$ cat config.mk
export PLATFORM = sky130hd
export DESIGN_NAME = tmr_evt_unit
export DESIGN_NICKNAME = d
export VERILOG_FILES = /design/src/rtl/tmr_evt_pkg.sv /design/src/rtl/tmr_trgo_sel.sv /design/src/rtl/tmr_sts_flags.sv /design/src/rtl/tmr_dma_gen.sv /design/src/rtl/tmr_evt_unit.sv
export SDC_FILE = /design/constraint.sdc
export NUM_CORES = 1
export LEC_CHECK = 0
export BUFFER_PORTS_ARGS = -buffer_cell sky130_fd_sc_hd__buf_2
export CAP_MARGIN = 25
export CORE_MARGIN = 3
export CORE_UTILIZATION = 32
export CTS_CLUSTER_SIZE = 16
export DETAILED_ROUTE_END_ITERATION = 8
export PLACE_DENSITY = 0.81
export SYNTH_ARGS = -nofsm -noshare
export SYNTH_HDL_FRONTEND = slang
export SYNTH_SLANG_ARGS = --single-unit
$ cat constraint.sdc
create_clock -name clk -period 1.4 [get_ports clk]
set_input_delay 0.14 -clock clk [delete_from_list [all_inputs] [get_ports clk]]
set_output_delay 0.14 -clock clk [all_outputs]
set_load 0.05 [all_outputs]
$ cat src/rtl/tmr_evt_pkg.sv
package tmr_evt_pkg;

  // Trigger output source encodings
  typedef enum logic [2:0] {
    MM_UGEN  = 3'b000,
    MM_CNTEN = 3'b001,
    MM_UPD   = 3'b010,
    MM_CPLS  = 3'b011,
    MM_REF1  = 3'b100,
    MM_REF2  = 3'b101,
    MM_REF3  = 3'b110,
    MM_REF4  = 3'b111
  } mstr_mode_e;

  // Number of reference channels addressable by the 1xx modes
  localparam int unsigned REF_SEL_SLOTS = 4;

  // Source vector layout: update, channels, trigger
  function automatic int unsigned src_count(input int unsigned nch);
    return nch + 2;
  endfunction

endpackage

$ cat src/rtl/tmr_trgo_sel.sv
module tmr_trgo_sel
  import tmr_evt_pkg::*;
#(
  parameter int unsigned NUM_CH = 4
) (
  input  logic              clk,
  input  logic              rst_n,
  input  logic [2:0]        mode,
  input  logic              ug_pulse,
  input  logic              cnt_en,
  input  logic              evt_update,
  input  logic [NUM_CH-1:0] cmp_evt,
  input  logic [NUM_CH-1:0] oc_ref,
  output logic              trgo
);

  logic [REF_SEL_SLOTS-1:0] ref_pad;
  logic                     trgo_nxt;

  // Pad the reference vector so every 1xx encoding has a defined source
  for (genvar k = 0; k < REF_SEL_SLOTS; k++) begin : g_ref
    if (k < NUM_CH) begin : g_real
      assign ref_pad[k] = oc_ref[k];
    end else begin : g_zero
      assign ref_pad[k] = 1'b0;
    end
  end

  always_comb begin
    trgo_nxt = 1'b0;
    case (mstr_mode_e'(mode))
      MM_UGEN:  trgo_nxt = ug_pulse;
      MM_CNTEN: trgo_nxt = cnt_en;
      MM_UPD:   trgo_nxt = evt_update;
      MM_CPLS:  trgo_nxt = cmp_evt[0];
      default:  trgo_nxt = ref_pad[mode[1:0]];
    endcase
  end

  always_ff @(posedge clk or negedge rst_n) begin
    if (!rst_n) begin
      trgo <= 1'b0;
    end else begin
      trgo <= trgo_nxt;
    end
  end

endmodule

$ cat src/rtl/tmr_sts_flags.sv
module tmr_sts_flags #(
  parameter int unsigned NSRC = 6
) (
  input  logic            clk,
  input  logic            rst_n,
  input  logic [NSRC-1:0] set_vec,
  input  logic            wr,
  input  logic [NSRC-1:0] wdata,
  input  logic [NSRC-1:0] irq_en,
  output logic [NSRC-1:0] flags,
  output logic [NSRC-1:0] irq
);

  logic [NSRC-1:0] flag_nxt;
  logic [NSRC-1:0] flag_ce;

  for (genvar i = 0; i < NSRC; i++) begin : g_flag
    logic clr_bit;

    // A write of zero clears; a same-edge event wins over the clear
    assign clr_bit     = wr & ~wdata[i];
    assign flag_ce[i]  = set_vec[i] | clr_bit;
    assign flag_nxt[i] = set_vec[i];

    always_ff @(posedge clk or negedge rst_n) begin
      if (!rst_n) begin
        flags[i] <= 1'b0;
      end else if (flag_ce[i]) begin
        flags[i] <= flag_nxt[i];
      end
    end

    assign irq[i] = flags[i] & irq_en[i];
  end

endmodule

$ cat src/rtl/tmr_dma_gen.sv
module tmr_dma_gen #(
  parameter int unsigned NUM_CH = 4,
  localparam int unsigned NSRC = NUM_CH + 2
) (
  input  logic              clk,
  input  logic              rst_n,
  input  logic              evt_update,
  input  logic              evt_trig,
  input  logic [NUM_CH-1:0] cmp_evt,
  input  logic              on_upd,
  input  logic [NSRC-1:0]   dma_en,
  output logic [NSRC-1:0]   dma_req
);

  logic [NSRC-1:0] qual;
  logic [NSRC-1:0] req_nxt;

  assign qual[0]      = evt_update;
  assign qual[NSRC-1] = evt_trig;

  // Channel requests pick their qualifying event from the redirect bit
  for (genvar k = 0; k < NUM_CH; k++) begin : g_ch
    assign qual[k+1] = on_upd ? evt_update : cmp_evt[k];
  end

  assign req_nxt = qual & dma_en;

  always_ff @(posedge clk or negedge rst_n) begin
    if (!rst_n) begin
      dma_req <= '0;
    end else begin
      dma_req <= req_nxt;
    end
  end

endmodule

$ cat src/rtl/tmr_evt_unit.sv
module tmr_evt_unit
  import tmr_evt_pkg::*;
#(
  parameter int unsigned NUM_CH = 4,
  localparam int unsigned NSRC = NUM_CH + 2
) (
  input  logic              clk,
  input  logic              rst_n,
  input  logic              evt_update,
  input  logic              evt_trig,
  input  logic [NUM_CH-1:0] cmp_evt,
  input  logic [NUM_CH-1:0] oc_ref,
  input  logic              cnt_en,
  input  logic              upd_gen,
  input  logic [2:0]        mstr_mode,
  input  logic              ccdma_on_upd,
  input  logic [NSRC-1:0]   irq_en,
  input  logic [NSRC-1:0]   dma_en,
  input  logic              flag_wr,
  input  logic [NSRC-1:0]   flag_wdata,
  output logic              trig_out,
  output logic [NSRC-1:0]   irq_req,
  output logic [NSRC-1:0]   dma_req,
  output logic [NSRC-1:0]   evt_flags
);

  logic [NSRC-1:0] evt_vec;

  // Source ordering: bit 0 update, channels next, trigger on top
  assign evt_vec = {evt_trig, cmp_evt, evt_update};

  tmr_trgo_sel #(.NUM_CH(NUM_CH)) u_trgo (
    .clk        (clk),
    .rst_n      (rst_n),
    .mode       (mstr_mode),
    .ug_pulse   (upd_gen),
    .cnt_en     (cnt_en),
    .evt_update (evt_update),
    .cmp_evt    (cmp_evt),
    .oc_ref     (oc_ref),
    .trgo       (trig_out)
  );

  tmr_sts_flags #(.NSRC(NSRC)) u_flags (
    .clk     (clk),
    .rst_n   (rst_n),
    .set_vec (evt_vec),
    .wr      (flag_wr),
    .wdata   (flag_wdata),
    .irq_en  (irq_en),
    .flags   (evt_flags),
    .irq     (irq_req)
  );

  tmr_dma_gen #(.NUM_CH(NUM_CH)) u_dma (
    .clk        (clk),
    .rst_n      (rst_n),
    .evt_update (evt_update),
    .evt_trig   (evt_trig),
    .cmp_evt    (cmp_evt),
    .on_upd     (ccdma_on_upd),
    .dma_en     (dma_en),
    .dma_req    (dma_req)
  );

endmodule

## Word level (Yosys, flattened, before mapping)

Cells that the tools add are included.

- Bits in read-only memories: 0
- RAM bits: 0
- Output and inout bits: 19
- Memories: 0
- Bits in latches: 0
- Flip-flop bits (word level): 13

- $mul: 0
- Order comparisons: 1
- Bitwise gates (word level): 25
- Reductions and logical operators: 1
- Shift-type cells: 0
- Mux-type cells: 7
- Equality and inequality tests: 3
- Add/sub/neg operators: 0
- Div/mod/pow operators: 0

Operator list:

| kind | count |
|---|---|
| AND 1 bit | 12 |
| AND 6 bit | 1 |
| == test 3 x 2 -> 1 bit, second input constant | 2 |
| NOT 1 bit | 6 |
| bitwise OR 1 bit | 6 |
| two-way mux 1 bit | 5 |
| one-hot mux 1 bit (4 select lines) | 1 |
| == test 3 x 1 -> 1 bit, second input constant | 1 |
| logical NOT 3 bit | 1 |
| less-than comparator 2 x 3 -> 1 bit, second input constant | 1 |
| binary-select mux 1 bit (select 2 bit) | 1 |

## Depth between registers and ports, before layout

Gate-level depths: netlist of the first run.

- Depth in word-level cells: 3
- Depth in mapped cells: 2
- Depth with buffers taken out: 2

## Modules after synthesis

A second synthesis of the first run with hierarchy kept.

- Cells, all modules: 45
- Area total of the unflattened synthesis: 580.6 µm²

By module, submodules not included:

| module | cells an instance | area an instance (µm²) | instances |
|---|---|---|---|
| tmr_sts_flags | 24 | 270.3 | 1 |
| tmr_dma_gen | 17 | 221.5 | 1 |
| tmr_trgo_sel | 4 | 88.8 | 1 |

## Least setup slack after synthesis of the first run

Ideal clock, no wire load.

- Path kind: register -> output
- Start: register u_flags.flags[0]
- End: output irq_req[0]
- Path buffers: 0
- Stages on the path, launching flop included: 2
- Slack: 0.143 ns
- Required time: 1.260 ns
- Arrival time: 1.117 ns
- Cells stage by stage: dfrtp_1 > and2_1

- Word-level cells in the longest chain between the ends: 1

RTL lines:

| item | RTL line | text |
|---|---|---|
| start: declaration | tmr_sts_flags.sv:10 | `output logic [NSRC-1:0] flags,` |
| start signal: indexed assignment | tmr_sts_flags.sv:29 | `flags[i] <= flag_nxt[i];` |
| AND 1 bit | tmr_sts_flags.sv:33 | `assign irq[i] = flags[i] & irq_en[i];` |
| end: declaration | tmr_evt_unit.sv:22 | `output logic [NSRC-1:0] irq_req,` |

Every way passes these cells.

## Worst setup path after layout of the first run

- Start: register u_flags.flags[1]
- End: output irq_req[1]

The elaborated chain is that of the path after synthesis.

==> metrics.csv, run 1 <==
stage,metric,value,unit
clock_tree,cts_tree,done,
sta,fin_skew,0,ps
route,routed_via_density,4.457,
clock_tree,worstSkewPairLatency,260,ps
cells_and_area,syn_to_final_growth,58.84,%
global_route,via_count_of_the_first_global_routing_pass,559,
sta,fin_crit,1158,ps
route,detailroute.via_count,575,
clock_tree,tritoncts.num_buffers,3,
sta,timing.final.crit_share,0.8272,
clock_tree,largest_buffer_count_on_any_clock_path,2,
global_route,residual_overflow_from_global_routing,0,
die,die-height,48.60,um
setup_path,timing.critical_path.to_type,output pin,
route,drt-pass1-iter-count,3,
cells_and_area,fillCellCount,158,
die,start_util,0.3602,
synth,synth_simple_gate_area_share,0.2004,
clock_tree,postcts_resize_cnt,0,
route,met1_length,571,um
setup_path,worst_setup_slack_for_register_to_register_paths,740,ps
sta,rsz0062_at_grt,false,
worst_hold_path,hold_end,u_flags.flags[5],
power,cellLeakagePower,0.0004904,uW
route,route.detailed.drc,0,
placed_design,dpl.hpwl,1304,um
cells_and_area,n_antenna_cell,0,
power,powerDensity,1001,nW/um2
worst_hold_path,min_from,evt_trig,
cells_and_area,layout.nets,143,
route,met3_length,171,um
synth,seq_area_frac_synth,0.5603,
synth,yosys.area_share.adder,0,
sta,timing.slew.headroom,0.8047,
sta,setup_viol_count_final,0,
worst_hold_path,hold-path-cell-count,2,
setup_path,cp-start-kind,flop,
cells_and_area,layout.cells.most_common,sky130_fd_sc_hd__buf_2,
cells_and_area,post_route_cells_drive_above_1_share,0.5619,
sta,max_freq,863.5,MHz
setup_path,worst-r2r-cell-count,1,
setup_path,critical_path.cell_chain,and2_1 -> buf_2,
die,dieWidth,48.60,um
clock_tree,clkTransAtPathRegs,70,ps
setup_path,path_class,reg2out,
sta,slew_viols_final,0,
sta,hold_viol,0,
setup_path,critical_path.slowest_cell,sky130_fd_sc_hd__dfrtp_1,
die,io_pins,56,
synth,synth_top_family_by_area,simple AND/OR/NAND/NOR gates,
route,wl_met2,795,um
sta,setup_total_negative_slack,0,ps
setup_path,reg2reg_from,u_flags.flags[1],
clock_tree,h_tree_levels,1,
setup_path,longest_individual_stage_delay_on_the_worst_path,400,ps
route,drt_iter0_markers,3,
clock_tree,cts_post_setup_buffers_inserted,0,
global_route,initial_antenna_violation_count,0,
die,core-area,1612,um2
synth,netlist-cell-type-count,8,
setup_path,path_delay_family,flip-flops,
global_route,grt_start_max_net_pins,14,
synth,synth_cells,45,
job,cap_viol_max_count,0,
synth,synthesis.nets,82,
die,die_area,2361,um2
route,routed_wirelength,1547,um
clock_tree,ctsHoldBuffers,1,
power,vdd_ir_drop_max,515.7,uV
setup_path,required,1260,ps
clock_tree,clock_tree_root_driver_cell,sky130_fd_sc_hd__clkbuf_4,
synth,yosysWarningCount,0,
route,final_antenna_net_count,0,
route,maxUsedRoutingLayer,met4,
global_route,grt_pass1_wl,2518,um
synth,post_synthesis_mux_area_share,0.1099,
die,std_cell_rows,14,
cells_and_area,area.sequential,325.3,um2
synth,synth-xor-area-share,0,
outcome,outcome,finished clean,
route,post_drt_wl_per_cell,11.99,um
placed_design,number_of_port_buffers,55,
setup_path,critPathBufInv,1,
setup_path,crit_arrival,1020,ps
setup_path,worstReg2RegEnd,u_flags.flags[1],
setup_path,critical_path_cell_count,2,
setup_path,path_max_fanout,3,
cells_and_area,layout.cells.most_common_list,"55 x sky130_fd_sc_hd__buf_2, 13 x sky130_fd_sc_hd__dfrtp_1, 10 x sky130_fd_sc_hd__nand2b_1",
cells_and_area,fin_util,0.5722,
synth,synth_compound_area_frac,0.1293,
synth,mappedNetlistArea,580.6,um2
worst_hold_path,hold_path.class,in2reg,
synth,postSynthRegisterBits,13,
cells_and_area,multiInputGateArea,255.2,um2
global_route,grt.total_usage,0.1411,
sta,max_slew.worst_pin.slew,292.9,ps
clock_tree,tritoncts_num_sinks,13,
placed_design,place.gp.congestion,0.6894,
synth,syn_avg_cell_area,12.90,um2
## Yosys cell counts (all sizes together)
library cell,instances,area (um2)
dfrtp,13,325.3
nand2b,10,62.56
and2,8,50.05
a21o,6,45.04
a21boi,4,30.03
mux4,2,52.55
mux2,1,11.26
nand2,1,3.750
## report_power, final
| group | internal, uW | switching, uW |
|---|---|---|
| Sequential | 400 | 10.4 |
| Combinational | 98.6 | 194 |
| Clock | 110 | 111 |
| Total | 608 | 315 |
## registers in the layout (all words and copies together), names as in the netlist
| register | flops |
|---|---|
| u_dma.dma_req | 6 |
| u_flags.flags | 6 |
| u_trgo.trgo | 1 |
## worst max-delay path by stage
stage	startpoint	endpoint	slack, ps
CTS	u_flags.flags[1]	irq_req[1]	230
global route	u_flags.flags[4]	irq_req[4]	180
floorplan	u_flags.flags[0]	irq_req[0]	140
global placement	mstr_mode[1]	u_trgo.trgo	240
detailed placement	mstr_mode[1]	u_trgo.trgo	210
finish	u_flags.flags[1]	irq_req[1]	240
## per-layer routing
layer	vias up	track usage
li1	275	-
met1	266	0.1337
met2	32	0.2638
met3	2	0.05215
met4	0	0.07109
met5	-	0
## metrics by stage
| stage | hold slack, ps | cells | setup WS [ps] | total power, uW | cell area (um2) |
|---|---|---|---|---|---|
| finish | 69.42 | 129 | 242.0 | 923.3 | 922.1 |
| global route | 66.71 | 129 | 178.0 | 972.7 | 922.1 |
| CTS | 68.18 | 129 | 227.2 | 933.7 | 922.1 |
| detailed placement | 42.47 | 124 | 206.4 | 711.1 | 885.9 |
| global placement | 44.39 | 124 | 244.3 | 705.5 | 885.9 |
| floorplan | -155.6 | 45 | 142.6 | 603.6 | 580.6 |
## area by class of cell
| type | instances | area share |
|---|---|---|
| Clock buffer | 4 | 0.02849 |
| Sequential cell | 13 | 0.3528 |
| Tap cell | 24 | 0.03256 |
| Timing Repair Buffer | 56 | 0.3094 |
| Multi-Input combinational cell | 32 | 0.2768 |
## kinds of logic after synthesis
family / count (synthesis)
AND/OR/NAND/NOR: 19
multiplexers: 3
AO/OA/AOI/OAI: 10
flip-flops: 13
(Power assumes the default switching activity.)
==> run 2, diff against run 1 <==
==> constraint.sdc (replaced) <==
create_clock -name clk -period 1.1 [get_ports clk]
set_input_delay 0.11 -clock clk [delete_from_list [all_inputs] [get_ports clk]]
set_output_delay 0.11 -clock clk [all_outputs]
set_load 0.05 [all_outputs]
==> run 2 against run 1 <==
Compared with the run above:
- design area rose by 14%
- combinational power is 54% higher
- power up 38%
- first-iteration DRC count increased to 2.7 times the previous value
- cell count increased by 3.9%
- sequential share of layout area shrank 3.5 points
- flip-flop and latch count unchanged
==> metrics.csv, run 2 (synthesized netlist as in run 1, its figures left out) <==
stage,metric,value,unit
cells_and_area,layout.cells.non_filler,134,
sta,slew_viols_final,0,
outcome,outcome,finished clean,
setup_path,path_max_fanout,3,
global_route,via_count_of_the_first_global_routing_pass,629,
setup_path,critical_path_cell_count,2,
sta,fin_crit,1089,ps
placed_design,number_of_port_buffers,55,
clock_tree,clock_tree_root_driver_cell,sky130_fd_sc_hd__clkbuf_4,
cells_and_area,n_antenna_cell,0,
cells_and_area,reg.largest.list,"u_dma.dma_req: 6 flops, u_flags.flags: 6 flops, u_trgo.trgo: 1 flops",
power,post-layout-total-power,1273,uW
cells_and_area,area.sequential,332.8,um2
cells_and_area,layout.cells.most_common_list,"48 x sky130_fd_sc_hd__buf_2, 10 x sky130_fd_sc_hd__nand2b_1, 7 x sky130_fd_sc_hd__dfrtp_1",
die,start_util,0.3602,
setup_path,longest_individual_stage_delay_on_the_worst_path,420,ps
cells_and_area,syn_to_final_growth,80.60,%
cells_and_area,fillCellCount,132,
sta,rsz0062_at_grt,true,
route,route.detailed.drc,0,
clock_tree,tritoncts_num_sinks,13,
route,routed_wirelength,1791,um
setup_path,critical_path.cell_chain,and2_4 -> buf_8,
sta,max_freq,918.5,MHz
clock_tree,largest_buffer_count_on_any_clock_path,2,
power,powerDensity,1215,nW/um2
clock_tree,clkTransAtPathRegs,80,ps
setup_path,path_delay_family,flip-flops,
die,die_area,2361,um2
placed_design,dpl.hpwl,1325,um
route,final_antenna_net_count,0,
die,die-height,48.60,um
route,drt-pass1-iter-count,4,
worst_hold_path,min_from,cmp_evt[2],
cells_and_area,post_route_cells_drive_above_1_share,0.6909,
route,post_drt_wl_per_cell,13.37,um
setup_path,critical_path.slowest_cell,sky130_fd_sc_hd__dfrtp_2,
cells_and_area,layout.nets,148,
sta,hold_viol,0,
placed_design,dpl.cell_count,126,
route,detailroute.via_count,597,
clock_tree,worstSkewPairLatency,270,ps
setup_path,critPathBufInv,1,
sta,timing.slew.headroom,0.8117,
setup_path,timing.critical_path.to_type,output pin,
sta,setup_viol_count_final,0,
route,routed_via_density,4.455,
cells_and_area,layout.cells.most_common,sky130_fd_sc_hd__buf_2,
setup_path,cp-start-kind,flop,
die,core-area,1612,um2
global_route,grt_pass1_wl,2960,um
global_route,initial_antenna_violation_count,0,
placed_design,place.gp.congestion,0.6535,
worst_hold_path,hold_path.class,in2reg,
power,vdd_ir_drop_max,698.7,uV
die,io_pins,56,
setup_path,worst_setup_slack_for_register_to_register_paths,300,ps
clock_tree,tritoncts.num_buffers,3,
cells_and_area,multiInputGateArea,270.3,um2
clock_tree,h_tree_levels,1,
die,std_cell_rows,14,
route,drt_iter0_markers,8,
setup_path,reg2reg_from,u_flags.flags[3],
sta,timing.final.crit_share,0.9898,
setup_path,path_class,reg2out,
placed_design,preCtsSetupSlack,-70.30,ps
worst_hold_path,hold_end,u_flags.flags[3],
die,dieWidth,48.60,um
sta,setup_slack,11.27,ps
clock_tree,cts_tree,done,
global_route,residual_overflow_from_global_routing,0,
sta,fin_skew,0,ps
worst_hold_path,hold-path-cell-count,2,
sta,max_slew.worst_pin.slew,282.4,ps
setup_path,worst-r2r-cell-count,2,
setup_path,crit_arrival,980,ps
global_route,grt.total_usage,0.1624,
power,cellLeakagePower,0.0005444,uW
job,cap_viol_max_count,0,
setup_path,required,990,ps
global_route,grt_start_max_net_pins,14,
setup_path,worstReg2RegEnd,u_flags.flags[3],
run 2: cell count changes in the layout (fill, tap and decap cells not counted), sizes merged:
cell	previous run	this run
buf	55	60
run 2: stage by stage:
stage,hold slack (ps),instance area [um2],utilization,TNS (ps)
floorplan,-185.6,595.6,-,0
CTS,22.81,1041,0.6460,0
global route,24.69,1049,0.6506,-80.97
finish,29.71,1049,0.6506,0
global placement,9.917,915.9,0.5683,-24.43
detailed placement,8.191,915.9,0.5683,-70.30
run 2: cell type report:
| cell class | count | area share |
|---|---|---|
| clock buffers | 4 | 0.02506 |
| multi-input cells | 32 | 0.2578 |
| flip-flops and latches | 13 | 0.3174 |
| well taps | 24 | 0.02864 |
| repair buffers | 61 | 0.3711 |
run 2: per-layer routing:
metal	wire length, um	track usage
met5	0	0
met4	19	0.05687
met3	189	0.06442
met2	990	0.2959
met1	593	0.1680
run 2: worst max path at each step:
stage | startpoint | slack [ps] | end
floorplan | mstr_mode[1] | 100 | u_trgo.trgo
global placement | mstr_mode[1] | -20 | u_trgo.trgo
detailed placement | mstr_mode[1] | -70 | u_trgo.trgo
CTS | u_flags.flags[2] | 6 | irq_req[2]
global route | u_flags.flags[0] | -20 | irq_req[0]
finish | u_flags.flags[0] | 10 | irq_req[0]
run 2: worst reg2reg max path: stages, from the launching register on:
cell                      delay [ps]
sky130_fd_sc_hd__dfrtp_2         420
sky130_fd_sc_hd__buf_4           140
sky130_fd_sc_hd__a21o_1          140
run 2: power breakdown:
part / switching (uW) / total, uW / leakage (uW) / internal, uW
Clock: 156 / 297 / 0.0000150 / 140
Combinational: 263 / 450 / 0.000383 / 188
Sequential: 14.9 / 526 / 0.000146 / 512
run 2: timing repair:
action | 4_1_cts | 5_1_grt
setup buffers | 2 | 1
hold endpoints to repair | 13 | 0
pin swaps | 6 | 0
setup endpoints to repair | 6 | 6
hold buffers | 1 | 0
gates resized for setup | 26 | 0
